<file path="config.mk">
export PLATFORM = sky130hd
export DESIGN_NAME = disp_addr_seq
export DESIGN_NICKNAME = d
export VERILOG_FILES = /design/src/rtl/disp_addr_pkg.sv /design/src/rtl/addr_axis.sv /design/src/rtl/nibble_remap.sv /design/src/rtl/disp_addr_seq.sv
export SDC_FILE = /design/constraint.sdc
export NUM_CORES = 1
export LEC_CHECK = 0
export BUFFER_PORTS_ARGS = -buffer_cell sky130_fd_sc_hd__buf_2
export CORE_UTILIZATION = 30
export CTS_CLUSTER_DIAMETER = 60
export DETAILED_ROUTE_END_ITERATION = 6
export HOLD_SLACK_MARGIN = 0.15
export PLACE_DENSITY_LB_ADDON = 0.08
export SYNTH_ARGS = -nofsm -noshare
export SYNTH_HDL_FRONTEND = slang
export SYNTH_SLANG_ARGS = --single-unit
</file>
<file path="constraint.sdc">
create_clock -name clk_i -period 2.45 [get_ports clk_i]
set_clock_uncertainty 0.15 [all_clocks]
set_input_delay 0.1225 -clock clk_i [delete_from_list [all_inputs] [get_ports clk_i]]
set_output_delay 0.1225 -clock clk_i [all_outputs]
set_load 0.02 [all_outputs]
</file>
<file path="src/rtl/disp_addr_pkg.sv">
package disp_addr_pkg;
  localparam int unsigned MODE_W = 3;

  typedef struct packed {
    logic vert;        // bit 2
    logic nib_swap;    // bit 1
    logic col_mirror;  // bit 0
  } mode_t;
endpackage

</file>
<file path="src/rtl/addr_axis.sv">
module addr_axis #(
  parameter int unsigned W = 6
) (
  input  logic         clk_i,
  input  logic         rst_ni,
  input  logic         load_i,
  input  logic [W-1:0] start_i,
  input  logic [W-1:0] end_i,
  input  logic         step_i,
  output logic [W-1:0] ptr_o,
  output logic [W-1:0] start_o,
  output logic [W-1:0] end_o,
  output logic         wrap_o
);
  localparam logic [W-1:0] FULL = {W{1'b1}};

  logic [W-1:0] ptr_q, start_q, end_q;

  // at or past the end (covers reversed windows)
  assign wrap_o = (ptr_q >= end_q);

  always_ff @(posedge clk_i or negedge rst_ni) begin
    if (!rst_ni) begin
      ptr_q   <= '0;
      start_q <= '0;
      end_q   <= FULL;
    end else if (load_i) begin
      ptr_q   <= start_i;
      start_q <= start_i;
      end_q   <= end_i;
    end else if (step_i) begin
      ptr_q <= wrap_o ? start_q : ptr_q + W'(1);
    end
  end

  assign ptr_o   = ptr_q;
  assign start_o = start_q;
  assign end_o   = end_q;
endmodule

</file>
<file path="src/rtl/nibble_remap.sv">
module nibble_remap #(
  parameter int unsigned DATA_W = 8
) (
  input  logic              swap_i,
  input  logic [DATA_W-1:0] data_i,
  output logic [DATA_W-1:0] data_o
);
  localparam int unsigned HALF = DATA_W / 2;

  assign data_o = swap_i ? {data_i[HALF-1:0], data_i[DATA_W-1:HALF]} : data_i;
endmodule

</file>
<file path="src/rtl/disp_addr_seq.sv">
module disp_addr_seq #(
  parameter int unsigned COL_W  = 6,
  parameter int unsigned ROW_W  = 7,
  parameter int unsigned DATA_W = 8
) (
  input  logic              clk_i,
  input  logic              rst_ni,
  input  logic              col_win_we_i,
  input  logic [COL_W-1:0]  col_start_i,
  input  logic [COL_W-1:0]  col_end_i,
  input  logic              row_win_we_i,
  input  logic [ROW_W-1:0]  row_start_i,
  input  logic [ROW_W-1:0]  row_end_i,
  input  logic              mode_we_i,
  input  logic [2:0]        mode_i,
  input  logic              access_i,
  input  logic [DATA_W-1:0] wdata_i,
  output logic [DATA_W-1:0] ram_wdata_o,
  input  logic [DATA_W-1:0] ram_rdata_i,
  output logic [DATA_W-1:0] rdata_o,
  output logic [COL_W-1:0]  col_o,
  output logic [COL_W-1:0]  phys_col_o,
  output logic [ROW_W-1:0]  row_o
);
  import disp_addr_pkg::*;

  mode_t            mode_q;
  logic             cfg_busy, adv, col_step, row_step, col_wrap, row_wrap;
  logic [COL_W-1:0] col_start_q, col_end_q;
  logic [ROW_W-1:0] row_start_q, row_end_q;

  always_ff @(posedge clk_i or negedge rst_ni) begin
    if (!rst_ni)        mode_q <= '0;
    else if (mode_we_i) mode_q <= mode_t'(mode_i);
  end

  assign cfg_busy = col_win_we_i | row_win_we_i | mode_we_i;
  assign adv      = access_i & ~cfg_busy;
  // primary axis steps every access, secondary on primary wrap
  assign col_step = adv & (~mode_q.vert | row_wrap);
  assign row_step = adv & ( mode_q.vert | col_wrap);

  addr_axis #(.W(COL_W)) u_col (
    .clk_i, .rst_ni,
    .load_i  (col_win_we_i),
    .start_i (col_start_i),
    .end_i   (col_end_i),
    .step_i  (col_step),
    .ptr_o   (col_o),
    .start_o (col_start_q),
    .end_o   (col_end_q),
    .wrap_o  (col_wrap)
  );

  addr_axis #(.W(ROW_W)) u_row (
    .clk_i, .rst_ni,
    .load_i  (row_win_we_i),
    .start_i (row_start_i),
    .end_i   (row_end_i),
    .step_i  (row_step),
    .ptr_o   (row_o),
    .start_o (row_start_q),
    .end_o   (row_end_q),
    .wrap_o  (row_wrap)
  );

  assign phys_col_o = mode_q.col_mirror ? ~col_o : col_o;

  nibble_remap #(.DATA_W(DATA_W)) u_wr_remap (
    .swap_i (mode_q.nib_swap), .data_i (wdata_i), .data_o (ram_wdata_o)
  );

  nibble_remap #(.DATA_W(DATA_W)) u_rd_remap (
    .swap_i (mode_q.nib_swap), .data_i (ram_rdata_i), .data_o (rdata_o)
  );
endmodule

</file>
==> impl_metrics.csv <==
group,metric,value,unit
global_route,antenna_found_initial,0,
die,core_region_area,8260,sq um
routing,ant_nets,0,
critical_path,reg2reg_slack,0.18,ns
global_route,grt_pass1_wl,10900,um
routing,via_per_inst,4.58,
pwr,ir_worst_vdd,0.228,mV
finish,stdcell_area,3790,sq um
finish,multi_input_area,1350,sq um
synthesis,synth.avg_cell_area,9.55,sq um
critical_path,startpoint_type,"register",
clock_tree,clk_pin_slew,0.08,ns
synthesis,async_flop_share,1.00,
die,die_h,94.6,um
sta,finalCriticalPeriod,2.27,ns
critical_path,r2r-end,"u_col.ptr_o[5]",
pwr,leakage,1.84,nW
clock_tree,cts_tree,"built",
finish,final_net_count,481,
routing,route.detailed.drc,0,
global_route,grt_usage,0.157,
place,pre_cts_slack,0.203,ns
finish,num-fill-cells,855,
finish,area_delta_synth_final,47.5,%
place,place_area,3190,sq um
sta,max_freq,441,MHz
clock_tree,cts-root-buf,"clkbuf_8",
global_route,grt.overflow.total,0,
sta,post-route-period-util,0.925,
critical_path,path_cells,"inv_1 > ha_1 > nand2_1 > o21ai_0 > a21oi_4 > a21boi_4 > mux2i_1 > o31ai_2",
finish,drive_gt1_frac,0.363,
critical_path,cpLargestDelayFamily,"compound AO/OA/AOI/OAI gates",
routing,vias,2388,
place,port_buffers,85,
die,start_util,0.311,
critical_path,r2r-start,"u_row.end_o[6]",
place,hpwl,4840,um
routing,wl,6820,um
global_route,grt_pass1_vias,2264,
sta,slew_viol_final,0,
synthesis,synth_edf_count,0,
worst_hold_path,hp-start,"access_i",
die,die_x,94.6,um
synthesis,synth_nets,335,
routing,firstDrtPassIters,4,
finish,final-seq-area,1070,sq um
synthesis,ys_types,45,
sta,hold_violations,0,
critical_path,slowest_stage,"dfstp_2",
critical_path,arrival,2.28,ns
critical_path,critPathKind,"reg2reg",
synthesis,syn_area,2570,sq um
clock_tree,cts_setup_buffers,0,
worst_hold_path,hold_path.class,"in2reg",
sta,fin_ws,0.184,ns
synthesis,synthCells,269,
synthesis,synth-seq-cells,42,
critical_path,required,2.46,ns
clock_tree,cts_buffers,5,
clock_tree,cts_sinks,42,
outcome,status,"finished, final reports clean",
worst_hold_path,min_path_cells,5,
job,drv_cap,0,
sta,setup_viol,0,
critical_path,cp_max_fo,9,
clock_tree,clk_path_buf_depth,2,
global_route,grt_max_degree,38,
critical_path,end_kind,"register",
synthesis,synth.yosys.seq_area_share,0.415,
routing,wl_per_cell,13.1,um
die,core.rowCount,33,
critical_path,crit_path_max_incr_delay,0.52,ns
die,io-pin-count,86,
worst_hold_path,worst_hold_path.endpoint,"u_row.ptr_o[0]",
clock_tree,h-tree-depth,2,
sta,setup_tns,0,ns
sta,slew_headroom,0.417,
sta,worst_pin_slew,0.874,ns
synthesis,synthFlopType,"dfrtp_1",
critical_path,rr_worst_depth,8,
place,gp_congestion,0.774,
die,dieArea,8940,sq um
sta,rsz0062_at_grt,"no",
finish,antenna_cells,0,
routing,drt_iter0_markers,62,
synthesis,yosys_warnings,0,
critical_path,cp.depth,8,
clock_tree,worstSkewPairLatency,0.29,ns
critical_path,path_buf_inv,1,
pwr,powerDensity,558,nW/um^2
-- how the worst max path moves through the flow --
stage,startpoint,end,slack (ns)
finish,u_row.end_o[6],u_col.ptr_o[5],0.18
global route,u_row.end_o[6],u_col.ptr_o[4],0.02
CTS,u_col.end_o[0],u_row.ptr_o[3],0.18
detailed placement,u_col.end_o[5],u_col.ptr_o[1],0.20
global placement,u_col.end_o[0],u_row.ptr_o[3],0.24
floorplan,u_col.ptr_o[0],u_row.ptr_o[3],0.17
-- cell usage in the layout, fill, tap and decap left out, types with 3 or more instances in the layout --
| cell | synthesis | final |
|---|---|---|
| o21ai_1 | 3 | 3 |
| nand3b_1 | 3 | 3 |
| nor2_1 | 8 | 8 |
| buf_4 | 0 | 17 |
| dfstp_2 | 13 | 13 |
| a21oi_1 | 8 | 8 |
| xor2_1 | 9 | 9 |
| mux2i_1 | 4 | 4 |
| ha_1 | 15 | 15 |
| dlygate4sd3_1 | 0 | 50 |
| o22a_1 | 4 | 4 |
| clkbuf_8 | 0 | 6 |
| mux2_2 | 23 | 23 |
| o21ai_0 | 31 | 31 |
| nand3_1 | 6 | 6 |
| a31oi_1 | 3 | 3 |
| nand2_1 | 40 | 40 |
| inv_1 | 27 | 27 |
| dfrtp_1 | 29 | 29 |
| buf_2 | 4 | 85 |
-- per-stage QoR --
step                      utilization  power, mW  std cells  hold WS, ns
after global routing            0.459       2.27        521        0.291
after global placement          0.387       1.58        463        0.147
after CTS                       0.458       2.14        521        0.282
final                           0.459       2.11        521        0.297
after floorplan                     -       1.31        269       -0.323
after detailed placement        0.387       1.59        463        0.152
-- cell usage after synthesis, types with 2 or more instances --
cell type | n | area share
ha_1 | 15 | 0.073
a31oi_1 | 3 | 0.0073
mux2_2 | 23 | 0.10
inv_1 | 27 | 0.039
a211oi_1 | 2 | 0.0058
o211ai_1 | 2 | 0.0058
o22a_1 | 4 | 0.014
nand3b_1 | 3 | 0.0088
a21oi_2 | 2 | 0.0068
xor2_1 | 9 | 0.031
clkbuf_1 | 5 | 0.0073
o21ai_1 | 3 | 0.0058
a21oi_1 | 8 | 0.016
dfstp_2 | 13 | 0.13
nand2_1 | 40 | 0.058
dfrtp_1 | 29 | 0.28
buf_1 | 2 | 0.0029
nor2_1 | 8 | 0.012
a21boi_0 | 2 | 0.0058
o21ai_0 | 31 | 0.060
nand3_1 | 6 | 0.012
mux2i_1 | 4 | 0.016
o311ai_1 | 2 | 0.0068
and3_1 | 2 | 0.0049
buf_2 | 4 | 0.0078
-- layout make-up --
type	count	share of cell area
sequential	42	0.282
timing repair buffer	152	0.278
multi-input combinational	187	0.355
clock buffer	8	0.0238
inverter	27	0.0267
tap	105	0.0347
-- logic make-up (layout without fill, tap and decap cells) --
| logic type | Yosys count | in the layout | synth area share |
|---|---|---|---|
| AO/OA/AOI/OAI | 69 | 69 | 0.175 |
| multiplexers | 28 | 28 | 0.122 |
| AND/OR/NAND/NOR | 65 | 65 | 0.116 |
| buffers and inverters | 40 | 187 | 0.0638 |
| flip-flops | 42 | 42 | 0.415 |
| XOR/XNOR | 10 | 10 | 0.0341 |
| adder cells (fa/ha/maj) | 15 | 15 | 0.0730 |
-- worst min-delay path: stages --
cell and delay, ns:
buf_2 0.09, nor4b_4 0.13, o21ai_1 0.09, buf_4 0.16, o311ai_1 0.11
-- registers in the layout, summed over array words and instances, names as in the netlist --
signal and count:
u_row.ptr_o 7, u_row.end_o 7, u_col.start_o 6, u_row.start_o 7, u_col.ptr_o 6, mode_q 3, u_col.end_o 6
-- what timing repair did --
| action | in CTS | in global routing |
|---|---|---|
| setup endpoints to repair | 0 | 1 |
| gates resized for setup | 0 | 1 |
| endpoints found under the hold margin | 68 | 0 |
| hold buffers | 50 | 0 |
-- metal layers --
layer,global-route usage,up-vias,wire (um)
met5,0,-,0
li1,-,1223,-
met3,0.0306,6,297
met1,0.223,1092,3540
met2,0.242,67,2920
met4,0.0442,0,65
-- power breakdown --
part / total (mW) / switching (mW) / internal, mW
sequential: 0.837 / 0.0563 / 0.780
clock: 0.471 / 0.241 / 0.230
combinational: 0.806 / 0.438 / 0.368
total: 2.11 / 0.734 / 1.38
Power figures use the tool's default switching activity.
